--- config.mk ---
export PLATFORM = sky130hd
export DESIGN_NAME = fast_clear_resolver
export DESIGN_NICKNAME = d
export VERILOG_FILES = /design/src/rtl/fcr_pkg.sv /design/src/rtl/fcr_control.sv /design/src/rtl/fcr_datapath.sv /design/src/rtl/fast_clear_resolver.sv
export SDC_FILE = /design/constraint.sdc
export NUM_CORES = 1
export LEC_CHECK = 0
export BUFFER_PORTS_ARGS = -buffer_cell sky130_fd_sc_hd__buf_2
export CAP_MARGIN = 20
export CORE_AREA = 5 5 220 222
export CTS_CLUSTER_SIZE = 24
export DETAILED_ROUTE_END_ITERATION = 7
export DIE_AREA = 0 0 225 227
export HOLD_SLACK_MARGIN = 0.08
export SLEW_MARGIN = 5
export SYNTH_ARGS = -nofsm -noshare
export SYNTH_HDL_FRONTEND = slang
export SYNTH_SLANG_ARGS = --single-unit
--- constraint.sdc ---
create_clock -name clk -period 4.5 [get_ports clk]
set_input_delay 0.225 -clock clk [delete_from_list [all_inputs] [get_ports clk]]
set_output_delay 0.225 -clock clk [all_outputs]
set_load 0.005 [all_outputs]
--- src/rtl/fcr_pkg.sv ---
package fcr_pkg;

  typedef enum logic [2:0] {
    ST_IDLE,
    ST_READ,
    ST_CHECK,
    ST_LINE_LO,
    ST_LINE_HI,
    ST_AUX_WR,
    ST_FINISH
  } seqState_t;

  // strobes from the control FSM to the datapath
  typedef struct packed {
    logic idxClear;
    logic idxStep;
    logic colorLoad;
    logic lineHigh;
  } dpCtrl_t;

endpackage

--- src/rtl/fcr_control.sv ---
module fcr_control
  import fcr_pkg::*;
#(
  parameter int NUM_BLOCKS = 8
) (
  input  logic    clk,
  input  logic    rstN,
  input  logic    start,
  input  logic    blockClear,
  input  logic    idxLast,
  input  logic    memReady,
  output dpCtrl_t ctrl,
  output logic    auxRe,
  output logic    auxWe,
  output logic    memValid,
  output logic    busy,
  output logic    done
);

  localparam bit IS_EMPTY = (NUM_BLOCKS == 0);

  seqState_t state;
  seqState_t stateNext;

  always_ff @(posedge clk or negedge rstN) begin
    if (!rstN) state <= ST_IDLE;
    else       state <= stateNext;
  end

  always_comb begin
    stateNext = state;
    ctrl      = '0;
    auxRe     = 1'b0;
    auxWe     = 1'b0;
    memValid  = 1'b0;
    done      = 1'b0;
    unique case (state)
      ST_IDLE: begin
        if (start) begin
          ctrl.idxClear  = 1'b1;
          ctrl.colorLoad = 1'b1;
          stateNext      = IS_EMPTY ? ST_FINISH : ST_READ;
        end
      end
      ST_READ: begin
        auxRe     = 1'b1;
        stateNext = ST_CHECK;
      end
      ST_CHECK: begin
        stateNext = blockClear ? ST_LINE_LO : ST_AUX_WR;
      end
      ST_LINE_LO: begin
        memValid = 1'b1;
        if (memReady) stateNext = ST_LINE_HI;
      end
      ST_LINE_HI: begin
        memValid      = 1'b1;
        ctrl.lineHigh = 1'b1;
        if (memReady) stateNext = ST_AUX_WR;
      end
      ST_AUX_WR: begin
        auxWe = 1'b1;
        if (idxLast) begin
          stateNext = ST_FINISH;
        end else begin
          ctrl.idxStep = 1'b1;
          stateNext    = ST_READ;
        end
      end
      ST_FINISH: begin
        done      = 1'b1;
        stateNext = ST_IDLE;
      end
      default: stateNext = ST_IDLE;
    endcase
  end

  assign busy = (state != ST_IDLE);

  // completion is a single-cycle pulse
  p_done_pulse_r7: assert property (@(posedge clk) disable iff (!rstN)
    done |=> !done);

  // a beat that is not taken is still offered next cycle
  p_valid_hold_r6: assert property (@(posedge clk) disable iff (!rstN)
    (memValid && !memReady) |=> memValid);

  // aux and memory accesses never share a cycle
  p_single_access_r6: assert property (@(posedge clk) disable iff (!rstN)
    $onehot0({auxRe, auxWe, memValid}));

endmodule

--- src/rtl/fcr_datapath.sv ---
module fcr_datapath
  import fcr_pkg::*;
#(
  parameter int NUM_BLOCKS = 8,
  parameter int AUX_W      = 2,
  parameter int COLOR_W    = 32,
  parameter int LINE_BITS  = 512,
  parameter int IDX_W      = (NUM_BLOCKS > 1) ? $clog2(NUM_BLOCKS) : 1,
  parameter int LINE_OFS_W = $clog2(LINE_BITS / 8),
  parameter int MEM_ADDR_W = IDX_W + 1 + LINE_OFS_W
) (
  input  logic                  clk,
  input  logic                  rstN,
  input  dpCtrl_t               ctrl,
  input  logic [AUX_W-1:0]      auxRdata,
  input  logic [COLOR_W-1:0]    clearColor,
  output logic                  blockClear,
  output logic                  idxLast,
  output logic [IDX_W-1:0]      auxAddr,
  output logic [MEM_ADDR_W-1:0] memAddr,
  output logic [LINE_BITS-1:0]  memData
);

  localparam int              REPEAT     = LINE_BITS / COLOR_W;
  localparam logic [AUX_W-1:0] CLEAR_CODE = {AUX_W{1'b1}};
  localparam logic [IDX_W-1:0] LAST_IDX   =
    IDX_W'((NUM_BLOCKS > 0) ? (NUM_BLOCKS - 1) : 0);

  logic [IDX_W-1:0]   blockIdx;
  logic [COLOR_W-1:0] colorReg;

  always_ff @(posedge clk or negedge rstN) begin
    if (!rstN)              blockIdx <= '0;
    else if (ctrl.idxClear) blockIdx <= '0;
    else if (ctrl.idxStep)  blockIdx <= blockIdx + 1'b1;
  end

  always_ff @(posedge clk or negedge rstN) begin
    if (!rstN)               colorReg <= '0;
    else if (ctrl.colorLoad) colorReg <= clearColor;
  end

  for (genvar g = 0; g < REPEAT; g++) begin : g_fill
    assign memData[g*COLOR_W +: COLOR_W] = colorReg;
  end

  assign blockClear = (auxRdata == CLEAR_CODE);
  assign idxLast    = (blockIdx == LAST_IDX);
  assign auxAddr    = blockIdx;
  assign memAddr    = {blockIdx, ctrl.lineHigh, {LINE_OFS_W{1'b0}}};

  // the walk never leaves the index range
  p_idx_range_r1: assert property (@(posedge clk) disable iff (!rstN)
    blockIdx <= LAST_IDX);

  // indices advance by exactly one
  p_idx_step_r1: assert property (@(posedge clk) disable iff (!rstN)
    ctrl.idxStep |=> (blockIdx == $past(blockIdx) + 1'b1));

endmodule

--- src/rtl/fast_clear_resolver.sv ---
module fast_clear_resolver
  import fcr_pkg::*;
#(
  parameter int NUM_BLOCKS = 8,
  parameter int AUX_W      = 2,
  parameter int COLOR_W    = 32,
  parameter int LINE_BITS  = 512,
  parameter int IDX_W      = (NUM_BLOCKS > 1) ? $clog2(NUM_BLOCKS) : 1,
  parameter int LINE_OFS_W = $clog2(LINE_BITS / 8),
  parameter int MEM_ADDR_W = IDX_W + 1 + LINE_OFS_W
) (
  input  logic                  clk,
  input  logic                  rstN,
  input  logic                  start,
  output logic                  busy,
  output logic                  done,
  input  logic [COLOR_W-1:0]    clearColor,
  output logic [IDX_W-1:0]      auxAddr,
  output logic                  auxRe,
  input  logic [AUX_W-1:0]      auxRdata,
  output logic                  auxWe,
  output logic [AUX_W-1:0]      auxWdata,
  output logic                  memValid,
  input  logic                  memReady,
  output logic [MEM_ADDR_W-1:0] memAddr,
  output logic [LINE_BITS-1:0]  memData
);

  dpCtrl_t ctrl;
  logic    blockClear;
  logic    idxLast;

  fcr_control #(
    .NUM_BLOCKS(NUM_BLOCKS)
  ) i_control (
    .clk       (clk),
    .rstN      (rstN),
    .start     (start),
    .blockClear(blockClear),
    .idxLast   (idxLast),
    .memReady  (memReady),
    .ctrl      (ctrl),
    .auxRe     (auxRe),
    .auxWe     (auxWe),
    .memValid  (memValid),
    .busy      (busy),
    .done      (done)
  );

  fcr_datapath #(
    .NUM_BLOCKS(NUM_BLOCKS),
    .AUX_W     (AUX_W),
    .COLOR_W   (COLOR_W),
    .LINE_BITS (LINE_BITS),
    .IDX_W     (IDX_W),
    .LINE_OFS_W(LINE_OFS_W),
    .MEM_ADDR_W(MEM_ADDR_W)
  ) i_datapath (
    .clk       (clk),
    .rstN      (rstN),
    .ctrl      (ctrl),
    .auxRdata  (auxRdata),
    .clearColor(clearColor),
    .blockClear(blockClear),
    .idxLast   (idxLast),
    .auxAddr   (auxAddr),
    .memAddr   (memAddr),
    .memData   (memData)
  );

  // pass-through code
  assign auxWdata = '0;

  // a stalled beat keeps its address and data
  p_beat_hold_r6: assert property (@(posedge clk) disable iff (!rstN)
    (memValid && !memReady) |=> ($stable(memAddr) && $stable(memData)));

  // an accepted low line is followed by the high line of the same block
  p_low_first_r5: assert property (@(posedge clk) disable iff (!rstN)
    (memValid && memReady && !memAddr[LINE_OFS_W]) |=>
      (memValid && memAddr[LINE_OFS_W] &&
       memAddr[MEM_ADDR_W-1:LINE_OFS_W+1] == $past(memAddr[MEM_ADDR_W-1:LINE_OFS_W+1])));

  // nothing is accessed outside a walk
  p_idle_quiet_r8: assert property (@(posedge clk) disable iff (!rstN)
    !busy |-> !(memValid || auxWe || auxRe));

endmodule

==> PnR_summary.wiki, run 1 <==
{| class="wikitable"
! Metric !! Value
|-
| Power Density || 867 mW/mm^2
|-
| Clk_skew || 0.00500 ns
|-
| Unrepaired setup endpoints after global routing || no
|-
| Most instantiated flip-flop cell in the synthesis netlist || dfrtp_1
|-
| Net count reported at finish || 722
|-
| Final worst path period share || 0.391
|-
| Number of global-route vias before repair || 2,589
|-
| Hold EP || i_datapath.colorReg[7]
|-
| Clock root buffer || clkbuf_16
|-
| Worst hold path startpoint || clearColor[7]
|-
| Fraction of final layout cells sized beyond drive strength 1 || 0.886
|-
| Worst hold path cell count || 2
|-
| N_diodes || 0
|-
| Total of cells resized after clock tree synthesis || 0
|-
| Area enclosed by the die boundary || 0.0511 sq mm
|-
| CTS max path bufs || 2
|-
| Register area || 951 sq um
|-
| Placement-stage cell area || 0.00517 sq mm
|-
| Nature of the critical path endpoint || register
|-
| Number of sinks on the clock net || 38
|-
| Pleak || 3.10 nW
|-
| First-pass GRT wire length || 16,900 um
|-
| CTS tree || yes
|-
| Data required time of the critical path || 4.71 ns
|-
| Worst-case vdd ir drop || 0.000279 V
|-
| Startpoint of the worst register-to-register path || i_control.state[0]
|-
| Most frequent cells after synthesis || buf_4 (492), dfrtp_1 (38), mux2_2 (31)
|-
| Die height || 227 um
|-
| Synth warn || 0
|-
| Area share of the leading cell type in the synthesized netlist || 0.698
|-
| Port Buf Inserts || 561
|-
| Per-cell via count in the routed design || 2.53
|-
| Number of CTS-inserted buffers || 5
|-
| Worst r2r path cells || 4
|-
| FILL cells || 5,351
|-
| Startpoint type of the worst setup path || register
|-
| Post-Synthesis Cells || 601
|-
| Area of combinational cells with multiple inputs || 622 sq um
|-
| Avg Synthesized Cell Area || 8.80 sq um
|-
| Final sum of negative setup slack || 0 ns
|-
| DP Wirelength || 11,700 um
|-
| Worst-case register-to-register setup slack || 2.74 ns
|-
| Count of unresolved DRC violations after routing || 0
|-
| #FFs+latches synth || 38
|-
| Detailed-route via count || 3,269
|-
| Transition at the pin with the smallest max-transition slack || 0.626 ns
|-
| Outcome || finished, final reports clean
|-
| Netlist cell types || 27
|-
| Core Region || 0.0462 sq mm
|-
| Count of buffers added by post-CTS timing repair for setup || 0
|-
| Largest net degree at the start of global routing || 39
|-
| Arr. time, crit path || 1.97 ns
|-
| Number of buffers inserted by hold repair at cts || 1
|-
| Drt initial violations || 54
|-
| Total number of placement rows || 79
|-
| Top cells by area in the synthesized netlist || buf_4 (70%), dfrtp_1 (18%), mux2_2 (6.6%), buf_6 (0.64%), ha_1 (0.47%)
|-
| Delay of the slowest cell on the worst path || 0.54 ns
|-
| Total count of hold-check failures in the final report || 0
|-
| Setup violation total in the final timing report || 0
|-
| Number of antenna violations at the first check in global routing || 1
|-
| Leading area contributor after synthesis || buf_4
|-
| Final antenna-violating net count || 0
|-
| Routed WL || 14,000 um
|-
| Top fanout value on the critical path || 20
|-
| Weighted congestion at the end of routability-driven global placement || 0.624
|-
| First-pass detailed-route iteration total || 4
|-
| Max-cap violation count || 0
|-
| Fmax || 0.569 GHz
|-
| Fin area || 0.00537 sq mm
|-
| Time the worst path needs with I/O delays and setup || 1.76 ns
|-
| Post-synthesis instance area || 0.00529 sq mm
|-
| Post-DR wirelength/cell || 10.8 um
|-
| Leftover overflow at the end of global routing || 0
|-
| # H-tree levels || 2
|-
| Top-level I/O count || 570
|-
| Clock slew seen by the registers of the worst setup and hold paths || 0.07 ns
|-
| Fraction of registers with async set/reset || 1.00
|-
| Fin. max-slew vios || 0
|-
| All-Layer GR Usage || 0.0456
|-
| Die boundary width || 225 um
|-
| HP Class || input port to register
|-
| Initial cell density of the core || 0.115
|-
| Sequential fraction of the synthesis area || 0.180
|-
| Critical path cell sequence || nor4b_4 > buf_4 > nor2_1 > mux2_2
|-
| Post-synth EDFFs || 0
|-
| Source-to-sink clock delay at the later pin of the worst-skew pair || 0.32 ns
|-
| Relative area change from synthesis to final layout || 1.49%
|-
| Crit path kind || register to register
|-
| Cell with the biggest individual delay on the critical path || dfrtp_1
|-
| Endpoint of the worst-slack reg-to-reg timing path || i_datapath.auxAddr[0]
|-
| Slew headroom || 0.583
|-
| Most used standard cell by instance count after synthesis || buf_4
|}
==> power breakdown <==
group | switching (mW) | total [mW] | internal (mW)
Combinational | 1.32 | 3.04 | 1.72
Clock | 0.197 | 0.517 | 0.320
Sequential | 0.597 | 1.10 | 0.504
Total | 2.12 | 4.66 | 2.54
==> cells in the final DEF, fill, tap and decap left out <==
cell type / n
a21o_1: 1
a2bb2oi_1: 1
o21ai_0: 2
mux2_1: 2
buf_4: 3
o22ai_1: 2
o2bb2ai_1: 1
nor2b_1: 3
mux2_2: 31
nor4b_4: 1
dfrtp_1: 38
conb_1: 8
clkbuf_16: 5
ha_1: 2
nor3b_1: 1
a32oi_1: 1
nand2_1: 3
nand2b_1: 2
nor2_1: 4
clkinv_4: 1
inv_1: 1
and3b_1: 1
buf_2: 561
a21oi_1: 1
a22o_1: 2
or3_1: 1
bufinv_16: 2
dlygate4sd3_1: 1
and4bb_2: 1
==> stage by stage <==
step	std cells	setup WS (ns)	hold WS (ns)	total power, mW	utilization
global placement	1281	2.72	0.379	4.25	0.112
finish	1290	2.74	0.123	4.66	0.116
detailed placement	1281	2.71	0.387	4.27	0.112
CTS	1290	2.70	0.0835	4.84	0.116
global route	1290	2.62	0.108	5.13	0.116
floorplan	608	2.92	-0.0706	4.77	-
==> sequential cells by signal, indices dropped and copies added (netlist names) <==
signal	count
i_datapath.auxAddr	3
i_control.state	3
i_datapath.colorReg	32
==> worst max-delay path, delay by kind of cell, from the launching register on <==
kind / cells / cell delay, ns
flops: 1 / 0.54
simple gates: 2 / 0.48
buf+inv: 1 / 0.35
mux: 1 / 0.27
==> layer usage <==
| layer | track usage | routed length (um) |
|---|---|---|
| met3 | 0.0169 | 1950 |
| met1 | 0.0525 | 4890 |
| met5 | 0 | 0 |
| met4 | 0.0183 | 199 |
| met2 | 0.0770 | 6960 |
==> worst max-delay path by stage <==
stage	start	cells past startpoint	slack [ns]	endpoint
final	i_control.state[0]	4	2.74	i_datapath.auxAddr[0]
after detailed placement	i_control.state[0]	4	2.71	i_datapath.auxAddr[0]
after global placement	i_control.state[0]	4	2.72	i_datapath.auxAddr[0]
after floorplan	i_datapath.auxAddr[0]	5	2.92	i_datapath.auxAddr[0]
after CTS	i_control.state[0]	4	2.70	i_datapath.auxAddr[0]
after global routing	i_control.state[0]	4	2.62	i_datapath.auxAddr[0]
==> area by class of cell <==
| cell class | instances | share of cell area |
|---|---|---|
| flip-flops and latches | 38 | 0.177 |
| inverters | 1 | 0.000699 |
| multi-input cells | 71 | 0.116 |
| clock buffers | 5 | 0.0233 |
| repair buffers | 565 | 0.529 |
| well taps | 607 | 0.141 |
| clock inverters | 3 | 0.0128 |
==> kinds of logic after synthesis <==
group	count (synthesis)	synth area share
and+or+nand+nor	17	0.0220
other	1	0.000709
AOI/OAI and AO/OA	11	0.0149
muxes	33	0.0702
DFF	38	0.180
adders and majority gates	2	0.00473
buffers and inverters	499	0.708
Note: power is estimated with default switching activity, not from simulation.
==> run 2: changes to the inputs <==
--- a/config.mk
+++ b/config.mk
@@ -5,6 +5,7 @@
 export SDC_FILE = /design/constraint.sdc
 export NUM_CORES = 1
 export LEC_CHECK = 0
+export ABC_AREA = 1
 export BUFFER_PORTS_ARGS = -buffer_cell sky130_fd_sc_hd__buf_2
 export CAP_MARGIN = 20
 export CORE_AREA = 5 5 220 222
==> constraint.sdc (replaced) <==
create_clock -name clk -period 1.6 [get_ports clk]
set_input_delay 0.08 -clock clk [delete_from_list [all_inputs] [get_ports clk]]
set_output_delay 0.08 -clock clk [all_outputs]
set_load 0.005 [all_outputs]
==> run 2 against run 1 <==
Cell count is 9.5% higher. First-iteration DRC count rose by 61%. Sequential share of layout area is 1.2 points lower. Highest routed layer unchanged. Via count is 13% higher.
==> PnR_summary.wiki, run 2 <==
{| class="wikitable"
! Metric !! Value
|-
| Post-synth EDFFs || 0
|-
| Clock root buffer || clkbuf_16
|-
| Fmax || 0.674 GHz
|-
| Startpoint type of the worst setup path || register
|-
| # H-tree levels || 2
|-
| Leftover overflow at the end of global routing || 0
|-
| Data required time of the critical path || 1.85 ns
|-
| Core Region || 0.0462 sq mm
|-
| Commonest non-fill, non-tap cell in the layout || buf_2
|-
| Synth warn || 0
|-
| Die boundary width || 225 um
|-
| Number of global-route vias before repair || 2,981
|-
| Final worst path period share || 0.928
|-
| Number of CTS-inserted buffers || 5
|-
| Final critical-path setup slack || 0.115 ns
|-
| Detailed-route via count || 3,686
|-
| Slew headroom || 0.650
|-
| Top-level I/O count || 570
|-
| Outcome || finished, final reports clean
|-
| Top fanout value on the critical path || 7
|-
| First-pass GRT wire length || 19,500 um
|-
| Fraction of registers with async set/reset || 1.00
|-
| Leading area contributor after synthesis || buf_4
|-
| Largest net degree at the start of global routing || 23
|-
| Unrepaired setup endpoints after global routing || no
|-
| Drt initial violations || 87
|-
| Post-synthesis share of cell area spent on xor and xnor gates || 0
|-
| Most frequent cells after synthesis || buf_4 (492), nand2_1 (112), dfrtp_1 (38)
|-
| Max-cap violation count || 0
|-
| Fraction of final layout cells sized beyond drive strength 1 || 0.721
|-
| Final standard cell count with taps included and fillers excluded || 1,412
|-
| Most instantiated flip-flop cell in the synthesis netlist || dfrtp_1
|-
| Total placed cells including tap cells || 1,367
|-
| Pleak || 3.72 nW
|-
| Fraction of the mapped netlist area in compound gates || 0.00189
|-
| Total count of hold-check failures in the final report || 0
|-
| Netlist cell types || 17
|-
| Per-cell via count in the routed design || 2.61
|-
| Top cells by area in the synthesized netlist || buf_4 (70%), dfrtp_1 (18%), nand2_1 (7.9%), inv_1 (0.78%), nand3_1 (0.66%)
|-
| Fin. max-slew vios || 0
|-
| Clock slew seen by the registers of the worst setup and hold paths || 0.07 ns
|-
| Post-synthesis instance area || 0.00531 sq mm
|-
| Relative area change from synthesis to final layout || 8.37%
|-
| Max FFs per register || 32
|-
| Source-to-sink clock delay at the later pin of the worst-skew pair || 0.32 ns
|-
| Register containing the most flip-flops in the final layout || i_datapath.colorReg
|-
| Final Core Density || 0.125
|-
| Number of sinks on the clock net || 38
|-
| Setup violation total in the final timing report || 0
|-
| Final antenna-violating net count || 0
|-
| #FFs+latches synth || 38
|-
| Arr. time, crit path || 1.74 ns
|-
| Largest family of logic cells by synthesized area || buffers and inverters
|-
| Nature of the critical path endpoint || register
|-
| Time the worst path needs with I/O delays and setup || 1.48 ns
|-
| Count of unresolved DRC violations after routing || 0
|-
| First-pass detailed-route iteration total || 4
|-
| Leading cell types in the layout, fill and taps excluded || buf_2 (561), nand2_1 (112), dfrtp_1 (38)
|-
| Crit path kind || register to register
|-
| Dpl ws || 0.237 ns
|-
| Port Buf Inserts || 561
|-
| Post-synthesis mux area share || 0
|-
| Power Density || 2100 mW/mm^2
|-
| Final sum of negative setup slack || 0 ns
|-
| Initial cell density of the core || 0.115
|-
| Transition at the pin with the smallest max-transition slack || 0.526 ns
|-
| Most used standard cell by instance count after synthesis || buf_4
|-
| Routed WL || 15,500 um
|-
| All-Layer GR Usage || 0.0521
|-
| CTS tree || yes
|-
| Area enclosed by the die boundary || 0.0511 sq mm
|-
| Die height || 227 um
|-
| Post-DR wirelength/cell || 11.0 um
|-
| CTS max path bufs || 2
|-
| Area share of and/or/nand/nor cells after synthesis || 0.0997
|-
| Worst-case vdd ir drop || 0.000681 V
|-
| Clk_skew || 0.00577 ns
|-
| Total design power || 12.1 mW
|-
| HP Class || input port to register
|-
| Weighted congestion at the end of routability-driven global placement || 0.656
|-
| DP Wirelength || 12,900 um
|-
| Area share of the leading cell type in the synthesized netlist || 0.696
|-
| Post-Synthesis Cells || 683
|-
| Number of antenna violations at the first check in global routing || 3
|-
| Total number of placement rows || 79
|-
| Avg Synthesized Cell Area || 7.77 sq um
|-
| Sequential fraction of the synthesis area || 0.179
|-
| Post-synthesis adder-cell area fraction || 0.00472
|-
| Net count reported at finish || 843
|}
-- run 2: per-layer routing --
layer | part of all wire | track usage | vias to the layer above
met5 | 0 | 0 | -
met4 | 0.016 | 0.0206 | 0
met3 | 0.13 | 0.0159 | 9
met2 | 0.49 | 0.0886 | 315
met1 | 0.36 | 0.0616 | 1563
li1 | - | - | 1799
-- run 2: through the flow --
stage	hold slack (ns)	instance area [sq um]
global route	0.202	5750
CTS	0.165	5750
floorplan	-0.216	5330
detailed placement	0.0818	5220
finish	0.200	5750
global placement	0.0754	5220
-- run 2: timing repair --
item	in CTS	in global routing
setup endpoints to repair	0	0
hold buffers	36	0
gates resized for setup	0	0
endpoints found under the hold margin	72	0
buffers inserted	0	0
-- run 2: cell type report --
| class | count | area [sq um] |
|---|---|---|
| Timing Repair Buffer | 604 | 3230 |
| Clock inverter | 3 | 40.0 |
| Sequential cell | 38 | 951 |
| Inverter | 12 | 45.0 |
| Multi-Input combinational cell | 142 | 594 |
| Clock buffer | 5 | 125 |
| Tap cell | 607 | 759 |
| Fill cell | 5358 | 40400 |
| Antenna cell | 1 | 2.50 |
-- run 2: final timing paths --
kind                       slack (ns)  cells past startpoint                  start                 endpoint
setup / recovery                 0.12                      4     i_control.state[0]       i_control.state[1]
hold / removal                   0.20                      6            auxRdata[0]       i_control.state[2]
setup reg to reg                 0.12                      4     i_control.state[0]       i_control.state[1]
hold reg to reg                  0.53                      1  i_datapath.auxAddr[0]    i_datapath.auxAddr[0]
max in group asynchronous        0.98                      3                   rstN  i_datapath.colorReg[30]
min in group asynchronous        0.27                      3                   rstN  i_datapath.colorReg[20]
-- run 2: report_power, final --
group          internal (mW)  switching, mW
sequential              1.38           1.44
clock                  0.735          0.554
combinational           4.23           3.72
total                   6.35           5.72
-- run 2: worst max-delay path, cell delays in order (launching register included) --
cell and delay [ns]:
dfrtp_1 0.47, nor2_4 0.21, nand4_1 0.09, dlygate4sd3_1 0.57
nand4_1 0.09
-- run 2: logic make-up (layout without fill, tap and decap cells) --
| logic type | count (synthesis) | count (layout) |
|---|---|---|
| buffers and inverters | 510 | 624 |
| and+or+nand+nor | 130 | 130 |
| DFF | 38 | 38 |
| adders and majority gates | 2 | 2 |
| AOI/OAI and AO/OA | 2 | 2 |
| other | 1 | 9 |
